**src/rtl/fpl_pkg.sv**
```systemverilog
package fpl_pkg;
  localparam int EXP_W = 15;
  localparam int MAN_W = 64;
  localparam int EXT_BIAS = 16383;
  localparam int BUF_BYTES = 12;
  localparam int BUF_W = 8 * BUF_BYTES;
  localparam int BEAT_W = $clog2(BUF_BYTES);

  typedef enum logic [2:0] {
    FMT_LONG = 3'd0, FMT_SGL = 3'd1, FMT_EXT = 3'd2, FMT_PKS = 3'd3,
    FMT_WORD = 3'd4, FMT_DBL = 3'd5, FMT_BYTE = 3'd6, FMT_PKD = 3'd7
  } fmt_e;

  typedef enum logic [1:0] {
    SRC_DREG = 2'd0, SRC_AREG = 2'd1, SRC_MEM = 2'd2, SRC_MEM2 = 2'd3
  } src_e;

  typedef struct packed {
    logic             sign;
    logic [EXP_W-1:0] exp;
    logic [MAN_W-1:0] man;
  } ext_t;

  function automatic logic [3:0] fmt_bytes(input fmt_e f);
    case (f)
      FMT_BYTE:                   return 4'd1;
      FMT_WORD:                   return 4'd2;
      FMT_LONG, FMT_SGL:          return 4'd4;
      FMT_DBL:                    return 4'd8;
      default:                    return 4'd12;
    endcase
  endfunction

  function automatic logic fmt_reg_ok(input fmt_e f);
    return (f == FMT_BYTE) || (f == FMT_WORD) || (f == FMT_LONG) || (f == FMT_SGL);
  endfunction
endpackage

```
**src/rtl/fpl_lzc.sv**
```systemverilog
module fpl_lzc #(
  parameter int W = 64
) (
  input  logic [W-1:0]           a_i,
  output logic [$clog2(W+1)-1:0] cnt_o
);
  localparam int CW = $clog2(W+1);

  always_comb begin
    cnt_o = CW'(W);
    for (int i = 0; i < W; i++)
      if (a_i[i]) cnt_o = CW'(W - 1 - i);
  end
endmodule

```
**src/rtl/fpl_int_cvt.sv**
```systemverilog
module fpl_int_cvt
  import fpl_pkg::*;
#(
  parameter int IW = 32
) (
  input  logic [IW-1:0] val_i,
  output ext_t          res_o
);
  localparam int CW = $clog2(IW+1);

  logic [IW-1:0] mag;
  logic [CW-1:0] lz;

  assign mag = val_i[IW-1] ? (~val_i + IW'(1)) : val_i;

  fpl_lzc #(.W(IW)) u_lzc (.a_i(mag), .cnt_o(lz));

  always_comb begin
    res_o = '0;
    if (mag != '0) begin
      res_o.sign = val_i[IW-1];
      res_o.exp  = EXP_W'(EXT_BIAS + IW - 1) - EXP_W'(lz);
      res_o.man  = {mag << lz, {(MAN_W-IW){1'b0}}};
    end
  end
endmodule

```
**src/rtl/fpl_ieee_cvt.sv**
```systemverilog
module fpl_ieee_cvt
  import fpl_pkg::*;
#(
  parameter int EW = 8,
  parameter int FW = 23
) (
  input  logic [EW+FW:0] bits_i,
  output ext_t           res_o
);
  localparam int BIAS = (1 << (EW-1)) - 1;
  localparam int REBIAS = EXT_BIAS - BIAS;
  localparam int CW = $clog2(MAN_W+1);

  logic [EW-1:0]    e;
  logic [FW-1:0]    f;
  logic [MAN_W-1:0] fpad;
  logic [CW-1:0]    lz;

  assign e    = bits_i[EW+FW-1:FW];
  assign f    = bits_i[FW-1:0];
  assign fpad = {f, {(MAN_W-FW){1'b0}}};

  fpl_lzc #(.W(MAN_W)) u_lzc (.a_i(fpad), .cnt_o(lz));

  always_comb begin
    res_o      = '0;
    res_o.sign = bits_i[EW+FW];
    if (e == '1) begin
      res_o.exp = '1;
      res_o.man = {1'b0, f, {(MAN_W-FW-1){1'b0}}};
    end else if (e != '0) begin
      res_o.exp = EXP_W'(e) + EXP_W'(REBIAS);
      res_o.man = {1'b1, f, {(MAN_W-FW-1){1'b0}}};
    end else if (f != '0) begin
      // denormal: value 0.f * 2^(1-bias), renormalised
      res_o.exp = EXP_W'(REBIAS) - EXP_W'(lz);
      res_o.man = fpad << lz;
    end
  end
endmodule

```
**src/rtl/fpl_fetch.sv**
```systemverilog
module fpl_fetch
  import fpl_pkg::*;
#(
  parameter int AW = 32
) (
  input  logic              clk_i,
  input  logic              rst_ni,
  input  logic              start_i,
  input  logic [2:0]        fmt_i,
  input  logic [1:0]        src_i,
  input  logic [31:0]       dreg_i,
  input  logic [AW-1:0]     addr_i,
  output logic              mem_req_o,
  output logic [AW-1:0]     mem_addr_o,
  output logic [2:0]        mem_size_o,
  input  logic [31:0]       mem_rdata_i,
  input  logic              mem_ack_i,
  input  logic              mem_abort_i,
  output logic              done_o,
  output logic              illegal_o,
  output logic              abort_o,
  output fmt_e              fmt_o,
  output logic [31:0]       word_o,
  output logic [BUF_W-1:0]  buf_o
);
  typedef enum logic [1:0] {ST_IDLE, ST_FETCH, ST_DONE} state_e;

  state_e            state_q;
  fmt_e              fmt_q;
  logic [AW-1:0]     base_q;
  logic [BEAT_W-1:0] beat_q;
  logic [31:0]       word_q;
  logic [7:0]        buf_q [BUF_BYTES];
  logic              ill_q, abort_q;

  fmt_e        fmt_new;
  src_e        src_new;
  logic        ill_new;
  logic [3:0]  nbytes;
  logic        multi;

  assign fmt_new = fmt_e'(fmt_i);
  assign src_new = src_e'(src_i);
  assign nbytes  = fmt_bytes(fmt_q);
  assign multi   = nbytes > 4'd4;

  always_comb begin
    unique case (src_new)
      SRC_DREG: ill_new = !fmt_reg_ok(fmt_new);
      SRC_AREG: ill_new = 1'b1;
      default:  ill_new = (fmt_new == FMT_PKS) || (fmt_new == FMT_PKD);
    endcase
  end

  always_ff @(posedge clk_i or negedge rst_ni) begin
    if (!rst_ni) begin
      state_q <= ST_IDLE;
      fmt_q   <= FMT_LONG;
      base_q  <= '0;
      beat_q  <= '0;
      word_q  <= '0;
      ill_q   <= 1'b0;
      abort_q <= 1'b0;
      for (int i = 0; i < BUF_BYTES; i++) buf_q[i] <= '0;
    end else begin
      unique case (state_q)
        ST_IDLE: if (start_i) begin
          fmt_q   <= fmt_new;
          base_q  <= addr_i;
          beat_q  <= '0;
          ill_q   <= 1'b0;
          abort_q <= 1'b0;
          if (ill_new) begin
            ill_q   <= 1'b1;
            state_q <= ST_DONE;
          end else if (src_new == SRC_DREG) begin
            word_q  <= dreg_i;
            state_q <= ST_DONE;
          end else begin
            state_q <= ST_FETCH;
          end
        end
        ST_FETCH: begin
          if (mem_abort_i) begin
            abort_q <= 1'b1;
            state_q <= ST_DONE;
          end else if (mem_ack_i) begin
            if (multi) buf_q[beat_q] <= mem_rdata_i[7:0];
            else       word_q        <= mem_rdata_i;
            if (!multi || beat_q == BEAT_W'(nbytes - 4'd1)) state_q <= ST_DONE;
            else beat_q <= beat_q + BEAT_W'(1);
          end
        end
        default: state_q <= ST_IDLE;
      endcase
    end
  end

  assign mem_req_o  = (state_q == ST_FETCH);
  assign mem_addr_o = base_q + AW'(beat_q);
  assign mem_size_o = multi ? 3'd1 : nbytes[2:0];
  assign done_o     = (state_q == ST_DONE);
  assign illegal_o  = done_o && ill_q;
  assign abort_o    = done_o && abort_q;
  assign fmt_o      = fmt_q;
  assign word_o     = word_q;

  for (genvar g = 0; g < BUF_BYTES; g++) begin : g_buf
    assign buf_o[BUF_W-1-8*g -: 8] = buf_q[g];
  end

  a_r11_req_hold: assert property (@(posedge clk_i) disable iff (!rst_ni)
    mem_req_o && !mem_ack_i && !mem_abort_i |=>
      mem_req_o && $stable(mem_addr_o) && $stable(mem_size_o));
  a_r1_addr_step: assert property (@(posedge clk_i) disable iff (!rst_ni)
    mem_req_o && mem_ack_i && !mem_abort_i |=>
      !mem_req_o || (mem_addr_o == $past(mem_addr_o) + AW'(1)));
  a_r3_areg_no_req: assert property (@(posedge clk_i) disable iff (!rst_ni)
    !mem_req_o && !done_o && start_i && src_i == 2'd1 |=> !mem_req_o && done_o);
  a_r9_abort_stops: assert property (@(posedge clk_i) disable iff (!rst_ni)
    mem_req_o && mem_abort_i |=> !mem_req_o && abort_o);
  a_r10_done_pulse: assert property (@(posedge clk_i) disable iff (!rst_ni)
    done_o |=> !done_o);
endmodule

```
**src/rtl/fp_src_loader.sv**
```systemverilog
module fp_src_loader
  import fpl_pkg::*;
#(
  parameter int AW = 32
) (
  input  logic             clk_i,
  input  logic             rst_ni,
  input  logic             start_i,
  input  logic [2:0]       fmt_i,
  input  logic [1:0]       src_i,
  input  logic [31:0]      dreg_i,
  input  logic [AW-1:0]    addr_i,
  output logic             mem_req_o,
  output logic [AW-1:0]    mem_addr_o,
  output logic [2:0]       mem_size_o,
  input  logic [31:0]      mem_rdata_i,
  input  logic             mem_ack_i,
  input  logic             mem_abort_i,
  output logic             done_o,
  output logic             illegal_o,
  output logic             abort_o,
  output logic             res_sign_o,
  output logic [EXP_W-1:0] res_exp_o,
  output logic [MAN_W-1:0] res_man_o
);
  fmt_e             fmt;
  logic [31:0]      word;
  logic [BUF_W-1:0] buff;
  logic [31:0]      int_val;
  ext_t             r_int, r_sgl, r_dbl, r_ext, r_sel;
  logic             unused_pad;

  fpl_fetch #(.AW(AW)) u_fetch (
    .clk_i, .rst_ni, .start_i, .fmt_i, .src_i, .dreg_i, .addr_i,
    .mem_req_o, .mem_addr_o, .mem_size_o, .mem_rdata_i, .mem_ack_i, .mem_abort_i,
    .done_o, .illegal_o, .abort_o,
    .fmt_o(fmt), .word_o(word), .buf_o(buff)
  );

  always_comb begin
    unique case (fmt)
      FMT_BYTE: int_val = {{24{word[7]}}, word[7:0]};
      FMT_WORD: int_val = {{16{word[15]}}, word[15:0]};
      default:  int_val = word;
    endcase
  end

  fpl_int_cvt #(.IW(32)) u_int (.val_i(int_val), .res_o(r_int));
  fpl_ieee_cvt #(.EW(8),  .FW(23)) u_sgl (.bits_i(word), .res_o(r_sgl));
  fpl_ieee_cvt #(.EW(11), .FW(52)) u_dbl (.bits_i(buff[BUF_W-1 -: 64]), .res_o(r_dbl));

  // bytes 0-1 sign/exponent, 2-3 pad, 4-11 mantissa
  assign r_ext      = {buff[BUF_W-1 -: 16], buff[MAN_W-1:0]};
  assign unused_pad = ^buff[BUF_W-17 -: 16];

  always_comb begin
    unique case (fmt)
      FMT_BYTE, FMT_WORD, FMT_LONG: r_sel = r_int;
      FMT_SGL:                      r_sel = r_sgl;
      FMT_DBL:                      r_sel = r_dbl;
      FMT_EXT:                      r_sel = r_ext;
      default:                      r_sel = '0;
    endcase
    if (!done_o || illegal_o || abort_o) r_sel = '0;
  end

  assign res_sign_o = r_sel.sign;
  assign res_exp_o  = r_sel.exp;
  assign res_man_o  = r_sel.man;

  a_r5_normalised: assert property (@(posedge clk_i) disable iff (!rst_ni)
    done_o && !illegal_o && !abort_o && fmt != FMT_EXT &&
    res_exp_o != '0 && res_exp_o != '1 |-> res_man_o[MAN_W-1]);
  a_r10_flags_clear: assert property (@(posedge clk_i) disable iff (!rst_ni)
    illegal_o || abort_o |-> done_o && res_man_o == '0 && res_exp_o == '0 && !res_sign_o);
  a_r9_flags_excl: assert property (@(posedge clk_i) disable iff (!rst_ni)
    $onehot0({illegal_o, abort_o}));
  a_r10_idle_zero: assert property (@(posedge clk_i) disable iff (!rst_ni)
    !done_o |-> res_man_o == '0 && res_exp_o == '0);
endmodule

```
**config.mk**
```make
export PLATFORM = sky130hd
export DESIGN_NAME = fp_src_loader
export DESIGN_NICKNAME = d
export VERILOG_FILES = /design/src/rtl/fpl_pkg.sv /design/src/rtl/fpl_lzc.sv /design/src/rtl/fpl_int_cvt.sv /design/src/rtl/fpl_ieee_cvt.sv /design/src/rtl/fpl_fetch.sv /design/src/rtl/fp_src_loader.sv
export SDC_FILE = /design/constraint.sdc
export NUM_CORES = 1
export LEC_CHECK = 0
export BUFFER_PORTS_ARGS = -buffer_cell sky130_fd_sc_hd__buf_2
export CELL_PAD_IN_SITES_DETAIL_PLACEMENT = 2
export CELL_PAD_IN_SITES_GLOBAL_PLACEMENT = 2
export CORE_AREA = 2 2 244 246
export CTS_CLUSTER_DIAMETER = 40
export DETAILED_ROUTE_END_ITERATION = 8
export DIE_AREA = 0 0 246 248
export GPL_ROUTABILITY_DRIVEN = 1
export PLACE_DENSITY = 0.76
export RECOVER_POWER = 100
export SLEW_MARGIN = 20
export SYNTH_ARGS = -nofsm -noshare
export SYNTH_HDL_FRONTEND = slang
export SYNTH_SLANG_ARGS = --single-unit
export TNS_END_PERCENT = 20
```
**constraint.sdc**
```tcl
create_clock -name clk_i -period 5.3 [get_ports clk_i]
set_input_delay 0.795 -clock clk_i [delete_from_list [all_inputs] [get_ports clk_i]]
set_output_delay 0.795 -clock clk_i [all_outputs]
set_load 0.01 [all_outputs]
```
After elaboration in Yosys (flattened, before gate mapping)
Index checks and enable logic that the tools add are counted.
W data, S select, Z words.
Storage, ports and cells
  flip-flop bits (word level): 171
  input port bits: 106
  output and inout port bits: 119
  word-level logic and storage cells: 241
Operators by class
  $add $sub $neg: 9
  order comparisons: 3
  eq/ne operators: 26
  shifts and indexed selects: 3
  muxes and demuxes: 147
  bitwise operators: 3
  reductions and logical operators: 31
Operators by type and width (number)
  $mux W7: 75
  $mux W79: 6
  $pmux W80 S4: 1
  $mux W32: 7
  $mux W6: 32
  $mux W80: 2
  $pmux W32 S2: 2
  $shl A64 B7 Y64: 2
  $bwmux W96: 1
  $reduce_bool A52 Y1: 1
  $add A32 B1 Y32 const B: 1
  $add A32 B4 Y32: 1
  $demux W8 S4: 1
  $not A32 Y32: 1
  $reduce_bool A32 Y1: 1
  $shl A32 B6 Y32: 1
  $sub A14 B7 Y15 const A: 2
  $reduce_bool A23 Y1: 1
  $eq A3 B3 Y1 const B: 6
  $mux W4: 4
  $pmux W4 S4: 1
  $add A11 B14 Y15 const B: 1
  $add A8 B14 Y15 const B: 1
  $sub A15 B6 Y15 const A: 1
  39 further kinds: 70

Depth between registers and ports, before layout
  depth after elaboration: 58
  mapped depth: 20

Hierarchy
A second synthesis with hierarchy kept.
Second synthesis, totals
  cells, all modules: 3135
  area, all modules: 24848.8 um^2
By module, submodules not included
  fpl_fetch: instances 1, cells an instance 676, area each 7651.1 um^2
  fpl_int_cvt: instances 1, cells an instance 710, area each 4757.1 um^2
  fpl_ieee_cvt (u_dbl): instances 1, cells an instance 507, area each 4463.0 um^2
  fp_src_loader: instances 1, cells an instance 614, area each 3842.4 um^2
  fpl_ieee_cvt (u_sgl): instances 1, cells an instance 269, area each 2048.2 um^2
  fpl_lzc (u_dbl.u_lzc ...): instances 2, cells an instance 147, area each 859.6 um^2
  fpl_lzc (u_int.u_lzc): instances 1, cells an instance 65, area each 367.9 um^2

Worst setup path before layout
OpenSTA, ideal clock, no wires.
  path kind: register to output
  start point: reg u_fetch.word_q[0] (netlist: u_fetch.word_o[0])
  end point: out res_exp_o[10]
  arrival: 4388 ps
  required time: 4505 ps
  slack: 117 ps
  stages on the path, launching flop included: 20
  buffers on the path: 4
  cells stage by stage: dfrtp_1 clkbuf_1 inv_1 ha_1 nor2b_1 o211ai_1 nor3_2 buf_2 nand4_1 a31oi_2 o211ai_1 o21ai_0 o21ai_1 inv_2 buf_1 buf_2 ha_1 nand4_1 and2_1 a31oi_1
On the way
  word-level cells in the longest chain between the ends: 40
  elaborated cells on any way between the ends: 69
RTL lines
  start, declared: RTL line fpl_fetch.sv:32  | logic [31:0] word_q;
  start signal, assigned: RTL line fpl_fetch.sv:77  | word_q <= dreg_i;
  start signal, assigned: RTL line fpl_fetch.sv:89  | else word_q <= mem_rdata_i;
  $pmux W32 S2: RTL line fp_src_loader.sv:41  | unique case (fmt)
  $not A32 Y32: RTL line fpl_int_cvt.sv:14  | assign mag = val_i[IW-1] ? (~val_i + IW'(1)) : val_i;
  $add A32 B1 Y32: RTL line fpl_int_cvt.sv:14
  $mux W32: RTL line fpl_int_cvt.sv:14
  $mux W6 (32 in a row): RTL line fpl_lzc.sv:12  | if (a_i[i]) cnt_o = CW'(W - 1 - i);
  $sub A15 B6 Y15: RTL line fpl_int_cvt.sv:22  | res_o.exp = EXP_W'(EXT_BIAS + IW - 1) - EXP_W'(lz);
  $mux W80: RTL line fpl_int_cvt.sv:20  | if (mag != '0) begin
  $pmux W80 S4 *: RTL line fp_src_loader.sv:57  | unique case (fmt)
  $mux W80 *: RTL line fp_src_loader.sv:64  | if (!done_o || illegal_o || abort_o) r_sel = '0;
  end, declared: RTL line fp_src_loader.sv:23  | output logic [EXP_W-1:0] res_exp_o,
Mark *: on every way between the ends. The rest lies on a longest branch, timed or not.

Final worst setup path
  start point: reg u_fetch.word_q[14] (netlist: u_fetch.word_o[14])
  end point: out res_man_o[53]
On the way
  word-level cells in the longest chain between the ends: 26
  elaborated cells on any way between the ends: 41
RTL lines
  $pmux W32 S2: RTL line fp_src_loader.sv:41
  $not A32 Y32: RTL line fpl_int_cvt.sv:14
  $add A32 B1 Y32: RTL line fpl_int_cvt.sv:14
  $mux W32: RTL line fpl_int_cvt.sv:14
  $mux W6 (18 in a row): RTL line fpl_lzc.sv:12
  $shl A32 B6 Y32: RTL line fpl_int_cvt.sv:23  | res_o.man = {mag << lz, {(MAN_W-IW){1'b0}}};
  $mux W80: RTL line fpl_int_cvt.sv:20
  $pmux W80 S4 *: RTL line fp_src_loader.sv:57
  $mux W80 *: RTL line fp_src_loader.sv:64
  end, declared: RTL line fp_src_loader.sv:24  | output logic [MAN_W-1:0] res_man_o
Marks and branches as above.

==> results.yml <==
outcome:
  status: "finished, violations left"
  violations: "capacitance limit, slew limit, setup timing"
logic_synthesis:
  synth_top_area_cell: "dfrtp_1"
  synth.yosys.seq_area_share: 0.232
  synthesis.yosys.warnings: 0
  dominantRegCellSynth: "dfrtp_1"
  synth_enable_flop_cells: 0
  syn_inst: 2378
  netlist.area_leader.share: 0.232
  synth_area_leaders: "dfrtp_1 23%, mux2i_1 15%, mux2_2 7.4%"
  post_syn_nets: 2502
  synth_seq_cells: 171
  syn_avg_cell_area_um2: 7.77
  mappedNetlistArea_um2: 18500
  asyncSetResetFlopFracSynth: 1.00
  yosys.cell_types.count: 103
final_layout:
  final_area_um2: 25800
  final_antenna_diode_count: 0
  final_net_count: 3054
  fillerInstances: 6510
  layout-drive-gt1-share: 0.384
  layout.cells.non_filler: 3716
  area_growth_pct: 39.6
worst_setup_path:
  timing.critical_path.cells: "or4_4 > o31ai_4 > buf_6 > buf_4 > o2111ai_4 > a211oi_2 > a211oi_2 > nor2_2 > o211ai_4 > o21ai_4 > clkinv_4 > buf_6 > mux2i_4 > mux2_2 > mux2i_1 > buf_4 > a21oi_2 > o41a_1 > buf_2"
  worstSetupEndpointType: "output port"
  worst_path_max_delay_cell: "or4_4"
  timing.reg2reg.setup_slack_ns: 0.74
  timing.critical_path.slowest_cell_delay_ns: 0.59
  worstReg2RegStart: "u_fetch.fmt_o[2]"
  timing.critical_path.required_ns: 4.51
  timing.reg2reg.worst_path_depth: 8
  startpoint_type: "register"
  worst-endpoint-arrival_ns: 5.22
  r2r_end: "u_fetch.word_o[22]"
  timing.critical_path.from: "u_fetch.word_o[14]"
  critical_path.max_fanout: 6
  timing.setup.critical_path_class: "reg -> out"
grt:
  globalRouteMet1Util: 0.507
  grt_util_overall: 0.382
  grt_max_degree: 94
  grt_first_pass_wirelength_mm: 173
  grt_antenna_before_repair: 1
  grt-busiest-layer: "met2"
  gr_ovfl_total: 0
  first_global_vias: 24900
  grtUsageMet3: 0.0705
  globalRouteMet2Util: 0.607
timing:
  finalCritPeriodShare: 1.14
  timing.slew.headroom: -0.929
  skew_ns: 0.0149
  grt_setup_unrepaired: "yes"
  max_freq_mhz: 166
  final_critical_path_required_period_ns: 6.02
  finalHoldWorstSlack_ns: 0.492
  timing_hold_violations_final: 0
  setup_viol: 52
  timing_max_transition_violations_final: 287
  setup_slack_ns: -0.716
  worst-slew-pin-transition_ns: 2.88
route:
  drc_errors: 0
  detail_route.wl_per_cell_um: 33.9
  num_vias: 24200
  avgViaCountPerCell: 6.50
  route.final.wire_length_mm: 126
  drt_first_iter_violations: 2555
  dr.pass1.iters: 6
  postRouteAntennaNets: 0
die:
  floorplan.die.height_um: 248
  floorplan.initialDensity: 0.316
  die-width_um: 246
  design.die.area_um2: 61000
  fp.coreArea_um2: 58500
  std_cell_rows: 89
  boundaryPins: 225
placement:
  numPlacedInstances: 3626
  finalWeightedCongestion: 1.00
  detailedPlacementHpwl_mm: 90.2
  placedInstanceArea_um2: 23400
  io_buffers: 224
  place_ws_ns: -0.176
min_path:
  hold_path_startpoint: "addr_i[23]"
  min-delay-path-class: "in -> reg"
  worst_hold_path.endpoint: "u_fetch.base_q[23]"
  hold-path-cell-count: 3
clocking:
  clk_transition_reported_paths_ns: 0.08
  cts-htree-levels: 4
  hold_buffers: 0
  cts_buffers: 17
  tritoncts_num_sinks: 171
  ctsLongestPathBuffers: 2
  tritoncts: "done"
  cts-root-buf: "clkbuf_16"
  worst_skew_late_latency_ns: 0.49
power_and_ir_drop:
  p_switching_w: 0.0101
  power.internal_w: 0.00832
  switching_share: 0.549
  leakage_nw: 11.4
  power.total_w: 0.0184
  combinationalPowerShare: 0.823
  sequentialPowerShare: 0.104
  vdd.ir_drop.worst_v: 0.000513
  clock_power_frac: 0.073
  power_per_cell_area_nw_per_um2: 715
flow_run:
  maxCapViolCount: 6
==> synth_stat cells, types with 10 or more instances <==
| library cell | instances |
|---|---|
| o22ai_1 | 21 |
| nand2b_1 | 32 |
| xor2_1 | 15 |
| nor3_1 | 43 |
| nor4_1 | 21 |
| o211ai_1 | 25 |
| or3_1 | 11 |
| inv_1 | 34 |
| o21ai_0 | 101 |
| a211o_1 | 17 |
| or4_1 | 10 |
| a222oi_1 | 10 |
| nand4_1 | 25 |
| and3_1 | 32 |
| mux2_2 | 121 |
| a221oi_1 | 26 |
| dfrtp_1 | 171 |
| a21o_1 | 12 |
| a22oi_1 | 41 |
| nor2b_1 | 22 |
| a211oi_1 | 30 |
| a21oi_1 | 185 |
| mux2i_1 | 273 |
| o221ai_1 | 13 |
| o21a_1 | 20 |
| ha_1 | 17 |
| clkbuf_1 | 147 |
| xnor2_1 | 32 |
| nand2_1 | 299 |
| and2_1 | 15 |
| buf_1 | 20 |
| buf_2 | 27 |
| a31oi_1 | 31 |
| nor2_1 | 245 |
| nand3_1 | 39 |
| o31ai_1 | 18 |
==> what timing repair did <==
item / 4_1_cts / 5_1_grt
cloned: 0 / 3
setup buffers: 19 / 36
pin swaps: 15 / 51
setup endpoints to repair: 53 / 60
gates resized for setup: 118 / 191
endpoints found under the hold margin: 0 / 0
==> per-stage QoR <==
stage	utilization	TNS, ns
4_1_cts	0.422	-7.19
6_report	0.441	-24.76
5_1_grt	0.441	-29.90
3_3_place_gp	0.400	0
3_5_place_dp	0.400	-1.11
2_1_floorplan	-	0
==> metal layers <==
metal | up-vias | part of all wire
met5 | - | 0
met4 | 0 | 0.057
met3 | 408 | 0.092
met2 | 1489 | 0.45
met1 | 12300 | 0.40
li1 | 9918 | -
==> cell families after synthesis <==
group	count (synthesis)	synth area share
adder cells (fa/ha/maj)	18	0.0126
XOR/XNOR	47	0.0223
flip-flops	171	0.232
multiplexers	397	0.224
AO/OA/AOI/OAI	669	0.246
buffers and inverters	244	0.0551
AND/OR/NAND/NOR	832	0.208
==> registers in the layout, indices dropped and copies added, names as in the netlist <==
| signal | count |
|---|---|
| u_fetch.word_o | 32 |
| u_fetch.fmt_o | 3 |
| u_fetch.base_q | 32 |
| u_fetch.ill_q | 1 |
| u_fetch.beat_q | 4 |
| u_fetch.abort_q | 1 |
| u_fetch.buf_o | 96 |
| u_fetch.state_q | 2 |
==> placed cells by master, fill, tap and decap left out, drive strengths merged, types with 10 or more instances in the layout <==
cell,instances
a222oi,10
and3,32
a22oi,42
inv,41
xor2,15
o21a,21
nor2b,22
or4,11
ha,17
o31ai,19
clkinv,11
o21ai,108
nor3,45
o221ai,14
nand3,39
and2,17
a21oi,186
a221oi,26
o211ai,26
nor2,246
mux2,123
a211o,17
buf,718
nand2b,32
o22ai,21
nand2,299
a211oi,31
a31oi,32
nor4,25
mux2i,274
dfrtp,171
a21o,12
or3,11
xnor2,32
nand4,25
clkbuf,37
==> layout make-up <==
class                   count  area [um2]  area share
clock buffers              17         425      0.0165
clock inverters            15         194     0.00752
inverters                  39         153     0.00592
multi-input cells        1963       14500       0.563
flip-flops and latches    171        4290       0.166
well taps                 773         967      0.0375
repair buffers            738        5250       0.203
==> power by group through the flow <==
stage / clock network, W / registers, W / logic, W
finish: 0.00135 / 0.00192 / 0.0152
global placement: 0 / 0.00184 / 0.0117
floorplan: 0 / 0.00174 / 0.00632
detailed placement: 0 / 0.00188 / 0.0120
global route: 0.00141 / 0.00193 / 0.0156
CTS: 0.00136 / 0.00187 / 0.0127
==> critical path, delay by kind of cell (launching register included) <==
family | cells | cell delay, ns
compound gates | 8 | 1.75
flops | 1 | 0.42
simple gates | 2 | 0.99
buf+inv | 6 | 0.94
mux | 3 | 0.63
==> worst max-delay path by stage <==
stage	to	slack, ns	depth (start not counted)
floorplan	res_exp_o[10]	0.12	19
global placement	res_exp_o[5]	0.06	15
detailed placement	res_man_o[50]	-0.18	18
CTS	res_man_o[52]	-0.29	19
global route	res_man_o[53]	-0.77	19
finish	res_man_o[53]	-0.72	19
(Power assumes the default switching activity.)
